**src/rtl/fq_pkg.sv**
```systemverilog
package fq_pkg;

    localparam int LG_W = 2;

    typedef logic [LG_W-1:0] lg_t;

    typedef struct packed {
        lg_t bank_lg;
        lg_t dev_lg;
        lg_t max_lg;
    } fq_cfg_t;

    typedef enum logic {
        FQ_QUERY = 1'b0,
        FQ_IDENT = 1'b1
    } fq_mode_e;

    // Parameter table contents, computed from the array geometry.
    function automatic logic [7:0] fq_table_byte(
        input logic [7:0]  idx,
        input int unsigned size_lg,
        input int unsigned blocks,
        input int unsigned sector_bytes,
        input int unsigned wbuf_lg
    );
        logic [7:0] v;
        v = 8'h00;
        case (idx)
            8'h2C: v = 8'h01;                       // one uniform erase region
            8'h10: v = 8'h51;                       // "Q"
            8'h12: v = 8'h59;                       // "Y"
            8'h11: v = 8'h52;                       // "R"
            8'h27: v = 8'(size_lg);
            8'h2A: v = 8'(wbuf_lg);
            8'h2D: v = 8'((blocks - 1) & 32'hFF);
            8'h2E: v = 8'(((blocks - 1) >> 8) & 32'hFF);
            8'h2F: v = 8'((sector_bytes >> 8) & 32'hFF);
            8'h30: v = 8'((sector_bytes >> 16) & 32'hFF);
            8'h13: v = 8'h01;                       // command set code
            8'h15: v = 8'h31;                       // extended table pointer
            8'h28: v = 8'h02;                       // interface code
            8'h31: v = 8'h50;
            8'h32: v = 8'h52;
            8'h33: v = 8'h49;
            8'h34: v = 8'h31;
            8'h35: v = 8'h30;
            default: v = 8'h00;
        endcase
        return v;
    endfunction

endpackage

```
**src/rtl/fq_index.sv**
```systemverilog
module fq_index
    import fq_pkg::*;
#(
    parameter int ADDR_W = 12
) (
    input  logic [ADDR_W-1:0] addr,
    input  fq_cfg_t           cfg,
    output logic [ADDR_W-1:0] idx
);
    logic [LG_W:0] shamt;

    // Bank lanes and the unused upper device address bits are dropped.
    assign shamt = {1'b0, cfg.bank_lg} + {1'b0, cfg.max_lg} - {1'b0, cfg.dev_lg};
    assign idx   = addr >> shamt;

endmodule

```
**src/rtl/fq_lookup.sv**
```systemverilog
module fq_lookup
    import fq_pkg::*;
#(
    parameter int ADDR_W       = 12,
    parameter int BUS_BYTES    = 4,
    parameter int ID_W         = 16,
    parameter int TBL_LEN      = 82,
    parameter int SIZE_LG      = 22,
    parameter int NUM_BLOCKS   = 64,
    parameter int SECTOR_BYTES = 65536,
    parameter int WBUF_LG      = 6
) (
    input  logic                   clk,
    input  logic                   rst,
    input  fq_mode_e               mode,
    input  logic [ADDR_W-1:0]      idx,
    input  fq_cfg_t                cfg,
    input  logic [ID_W-1:0]        mfr,
    input  logic [ID_W-1:0]        devc,
    output logic [8*BUS_BYTES-1:0] bank_word
);
    localparam int DATA_W = 8 * BUS_BYTES;

    logic             in_rng;
    logic [7:0]       tbyte;
    logic [DATA_W-1:0] dev_word;

    assign in_rng = idx < ADDR_W'(TBL_LEN);
    assign tbyte  = in_rng ? fq_table_byte(idx[7:0], SIZE_LG, NUM_BLOCKS,
                                           SECTOR_BYTES, WBUF_LG) : 8'h00;

    // Value produced by one device.
    always_comb begin
        dev_word = '0;
        if (mode == FQ_IDENT) begin
            case (idx[7:0])
                8'd0:    dev_word = DATA_W'(mfr);
                8'd1:    dev_word = DATA_W'(devc);
                default: dev_word = '0;
            endcase
        end else if (cfg.dev_lg == cfg.max_lg) begin
            dev_word = DATA_W'(tbyte);
        end else if (cfg.dev_lg == '0) begin
            dev_word = {BUS_BYTES{tbyte}};
        end
    end

    // Copy the device value into every device lane of the bank.
    always_comb begin
        bank_word = '0;
        for (int b = 0; b < BUS_BYTES; b++) begin
            if (b < (1 << cfg.bank_lg))
                bank_word[8*b +: 8] = dev_word[8*(b & ((1 << cfg.dev_lg) - 1)) +: 8];
        end
    end

    a_r3_beyond_table: assert property (@(posedge clk) disable iff (rst)
        (mode == FQ_QUERY && idx >= ADDR_W'(TBL_LEN)) |-> bank_word == '0);

    a_r8_ident_other_zero: assert property (@(posedge clk) disable iff (rst)
        (mode == FQ_IDENT && idx[7:0] > 8'd1) |-> bank_word == '0);

    a_r7_byte_lane_copy: assert property (@(posedge clk) disable iff (rst)
        (cfg.dev_lg == '0 && cfg.bank_lg != '0) |-> bank_word[15:8] == bank_word[7:0]);

endmodule

```
**src/rtl/flash_query_unit.sv**
```systemverilog
module flash_query_unit
    import fq_pkg::*;
#(
    parameter int ADDR_W       = 12,
    parameter int BUS_BYTES    = 4,
    parameter int ID_W         = 16,
    parameter int TBL_LEN      = 82,
    parameter int NUM_BLOCKS   = 64,
    parameter int SECTOR_BYTES = 65536,
    parameter int WBUF_LG      = 6
) (
    input  logic                   clk,
    input  logic                   rst,
    input  logic                   rd_en,
    input  logic                   rd_ident,
    input  logic [ADDR_W-1:0]      rd_addr,
    input  logic [1:0]             rd_size,
    input  logic [1:0]             cfg_bank_lg,
    input  logic [1:0]             cfg_dev_lg,
    input  logic [1:0]             cfg_max_lg,
    input  logic [ID_W-1:0]        mfr_code,
    input  logic [ID_W-1:0]        dev_code,
    output logic [8*BUS_BYTES-1:0] rd_data,
    output logic                   rd_valid
);
    localparam int DATA_W  = 8 * BUS_BYTES;
    localparam int LG_MAX  = $clog2(BUS_BYTES);
    localparam int SIZE_LG = $clog2(NUM_BLOCKS * SECTOR_BYTES);

    fq_cfg_t  cfg;
    fq_mode_e mode;

    assign cfg  = '{bank_lg: cfg_bank_lg, dev_lg: cfg_dev_lg, max_lg: cfg_max_lg};
    assign mode = rd_ident ? FQ_IDENT : FQ_QUERY;

    logic [BUS_BYTES-1:0][DATA_W-1:0] lane_word;

    // One lookup per possible bank step inside the widest access.
    for (genvar k = 0; k < BUS_BYTES; k++) begin : g_step
        logic [ADDR_W-1:0] step_addr;
        logic [ADDR_W-1:0] step_idx;

        assign step_addr = rd_addr + ADDR_W'(k << cfg_bank_lg);

        fq_index #(.ADDR_W(ADDR_W)) u_index (
            .addr (step_addr),
            .cfg  (cfg),
            .idx  (step_idx)
        );

        fq_lookup #(
            .ADDR_W       (ADDR_W),
            .BUS_BYTES    (BUS_BYTES),
            .ID_W         (ID_W),
            .TBL_LEN      (TBL_LEN),
            .SIZE_LG      (SIZE_LG),
            .NUM_BLOCKS   (NUM_BLOCKS),
            .SECTOR_BYTES (SECTOR_BYTES),
            .WBUF_LG      (WBUF_LG)
        ) u_lookup (
            .clk       (clk),
            .rst       (rst),
            .mode      (mode),
            .idx       (step_idx),
            .cfg       (cfg),
            .mfr       (mfr_code),
            .devc      (dev_code),
            .bank_word (lane_word[k])
        );
    end

    logic [DATA_W-1:0] size_mask;
    logic [DATA_W-1:0] packed_word;

    always_comb begin
        size_mask = '0;
        for (int b = 0; b < BUS_BYTES; b++) begin
            if (b < (1 << rd_size))
                size_mask[8*b +: 8] = 8'hFF;
        end
    end

    always_comb begin
        packed_word = '0;
        for (int k = 0; k < BUS_BYTES; k++) begin
            if ((k << cfg_bank_lg) < (1 << rd_size))
                packed_word = packed_word | (lane_word[k] << (8 * (k << cfg_bank_lg)));
        end
        packed_word = packed_word & size_mask;
    end

    always_ff @(posedge clk) begin
        if (rst) begin
            rd_valid <= 1'b0;
            rd_data  <= '0;
        end else begin
            rd_valid <= rd_en;
            if (rd_en)
                rd_data <= packed_word;
        end
    end

    a_r1_valid_after_strobe: assert property (@(posedge clk) disable iff (rst)
        rd_en |=> rd_valid);

    a_r1_hold_when_idle: assert property (@(posedge clk) disable iff (rst)
        !rd_en |=> (!rd_valid && $stable(rd_data)));

    a_r10_single_byte_upper_zero: assert property (@(posedge clk) disable iff (rst)
        (rd_en && rd_size == 2'd0) |=> rd_data[DATA_W-1:8] == '0);

    a_r11_legal_widths: assert property (@(posedge clk) disable iff (rst)
        rd_en |-> (int'(cfg_bank_lg) <= LG_MAX && int'(cfg_max_lg) <= LG_MAX &&
                   int'(rd_size) <= LG_MAX && cfg_dev_lg <= cfg_bank_lg &&
                   cfg_dev_lg <= cfg_max_lg));

endmodule

```
**config.mk**
```make
export PLATFORM = sky130hd
export DESIGN_NAME = flash_query_unit
export DESIGN_NICKNAME = d
export VERILOG_FILES = /design/src/rtl/fq_pkg.sv /design/src/rtl/fq_index.sv /design/src/rtl/fq_lookup.sv /design/src/rtl/flash_query_unit.sv
export SDC_FILE = /design/constraint.sdc
export NUM_CORES = 1
export LEC_CHECK = 0
export CORE_MARGIN = 5
export CORE_UTILIZATION = 25
export DETAILED_ROUTE_END_ITERATION = 12
export HOLD_SLACK_MARGIN = 0.06
export PLACE_DENSITY = 0.41
export SLEW_MARGIN = 20
export SYNTH_ARGS = -nofsm -noshare
export SYNTH_HDL_FRONTEND = slang
export SYNTH_SLANG_ARGS = --single-unit
```
**constraint.sdc**
```tcl
create_clock -name clk -period 8.52 [get_ports clk]
set_clock_uncertainty 0.15 [all_clocks]
set_input_delay 1.704 -clock clk [delete_from_list [all_inputs] [get_ports clk]]
set_output_delay 1.704 -clock clk [all_outputs]
set_load 0.05 [all_outputs]
```
==> metrics.txt <==
Avg Synthesized Cell Area=6.896 µm²; top post-synthesis cells by area=dfxtp_1, ha_1, nor2_1; fin area=0.01063 mm²; Synth async-reset ratio=0; H-tree levels=2; Worst-Skew Late Latency=0.28 ns; Via Count=11520; Yosys warnings=0; Max-slew headroom=0.3441; pre-CTS worst setup slack=0.3860 ns; share of cells above drive strength 1=0.09577; Antenna Violating Nets Remaining=0; fin crit period=7.918 ns; Reg power frac=0.085; Max Slew Vio Count=0; P_int=0.8195 mW; die outline height=199.4 µm; final cell count without fillers=1809; Power per Cell Area=174.3 mW/mm²; Finish-stage setup viols=0; Synth top area share=0.07369; Sw Share=0.5574; Combinational Power Share=0.797; EDFF count, synth=0; VDD IR max=0.05910 mV; initial antenna violation count=0; RSZ-0062 raised after global routing=false; post-layout net count=1455; Num Clock Sinks=33; CTS root buf=clkbuf_16; Cells after Synth=1300; Post-CTS Setup Bufs=0; Hold Buf Count CTS=0; dominant synthesized flop cell=dfxtp_1; drt wl/cell=26.58 µm; Slew @ Worst Pin=0.9802 ns; CP max FO=39; Util after Layout=0.2994; Pre-Repair DR Iteration Count=7; largest net degree at the start of global routing=40; final worst slack=0.6020 ns; status=completed; Bufs on Longest Clock Path=2; Initial Utilization=0.2527; WL final=48080 µm; residual DRC count=0; die area=0.03975 mm²; NetSw=1.032 mW; grt total ovfl=0; Synth Cell Area=0.008965 mm²; worst setup path class=primary input to register; Placer Congestion=0.9817; Final Cycle Share=0.9293; post-synth top area cell=dfxtp_1; first-pass GRT wire length=71700 µm; worst min path class=register to register; crit path capture type=register; Placed Area=0.01045 mm²; Setup crit start kind=primary input; CTS tree=yes; clock share of power=0.117; Final Hold Viols=0; die span in x=199.4 µm; Net Count, Synth=1409; vias per inst=6.370; worst hold slack=0.3216 ns; Tot GR Track Use=0.2327; clock slew at reported path FFs=0.06 ns; CTS buffer count=5; Final HPWL DP=38460 µm; P_leak=3.644 nW; DRT iter0 DRCs=1448; Critical Path RT=8.54 ns; final setup TNS=0 ns; dpl cells=1800; Core Rows=69; maxcap violations=0; register area share after synthesis=0.07369; commonest non-fill, non-tap cells in the layout=nor2_1, nand2_1, clkdlybuf4s50_1; synthesis-to-layout area growth=18.52%; number of gates resized after cts=0; most common cell after layout, fill and taps aside=nor2_1; vias in the first global route=10890; Max Freq=0.1263 GHz; total power=1.852 mW; Core Box Area=0.03548 mm²; IO Port Bufs=88; Synth cell types=87; IO Pins=89; #FFs+latches synth=33; fillers=3848; CP arrival=7.93 ns
[area by class of cell]
cell class / instances / area, µm² / share of cell area
Antenna cell: 1 / 2.502 / 0.0002355
Clock buffer: 7 / 142.6 / 0.01342
Clock inverter: 1 / 30.03 / 0.002826
Inverter: 45 / 168.9 / 0.01590
Multi-Input combinational cell: 1117 / 7742 / 0.7287
Sequential cell: 33 / 660.6 / 0.06218
Tap cell: 461 / 576.8 / 0.05429
Timing Repair Buffer: 144 / 1301 / 0.1225
[layer usage]
layer	routed length [µm]	up-vias	global-route usage	share of wire
li1	-	5195	-	-
met1	22010	5628	0.3441	0.46
met2	20770	621	0.3567	0.43
met3	3707	80	0.02344	0.077
met4	1595	0	0.06969	0.033
met5	0	-	0	0
[flip-flops by register name, summed over array words and instances (netlist names)]
signal / flops
rd_valid: 1
rd_data: 32
[cells by family (layout without fill, tap and decap cells)]
logic type,after synthesis,in the layout,share of synthesized area
XOR/XNOR,20,20,0.02122
AO/OA/AOI/OAI,541,541,0.4364
adder cells (fa/ha/maj),53,53,0.07648
multiplexers,50,50,0.07481
flip-flops,33,33,0.07369
AND/OR/NAND/NOR,453,453,0.2504
other,0,1,0
buffers and inverters,150,197,0.06699
[synthesized netlist by cell type, drive strengths merged, types with 21 or more instances]
cell type and number:
nor2 127, nand2 106, o21ai 84, a21oi 81, clkbuf 75, a22oi 61, ha 50, inv 45
dfxtp 33, nor3 31, buf 30, o211ai 30, nand3 29, mux2i 25, a221oi 22, a21o 21
or3 21
[path summary, 6_finish.rpt]
path | start | end | slack [ns] | cells past startpoint
min | rd_data[19] | rd_data[19] | 0.32 | 2
max reg2reg | rd_data[24] | rd_data[24] | 7.12 | 3
min reg2reg | rd_data[19] | rd_data[19] | 0.32 | 2
max | cfg_bank_lg[1] | rd_data[8] | 0.60 | 18
[worst max-delay path, stage by stage]
cell and delay (ns):
clkdlybuf4s50_1 0.47, inv_1 0.17, fa_1 0.58, inv_1 0.06, fa_2 0.85, buf_4 0.49
nand2_1 0.09, o311a_1 0.37, a221o_1 0.38, mux2_2 0.35, ha_1 0.45, nand3_1 0.21
o21ai_0 0.10, nor4b_1 0.15, a311oi_1 0.80, a2bb2oi_1 0.33, nor2_1 0.09, a221o_1 0.26
[power groups by stage]
| stage | logic [mW] | clock network [mW] | registers, mW |
|---|---|---|---|
| finish | 1.48 | 0.218 | 0.158 |
| detailed placement | 1.44 | 0 | 0.161 |
| global route | 1.59 | 0.228 | 0.158 |
| floorplan | 0.970 | 0 | 0.169 |
| global placement | 1.45 | 0 | 0.161 |
| CTS | 1.45 | 0.219 | 0.158 |
No activity file was read; power rests on OpenSTA's default activity.
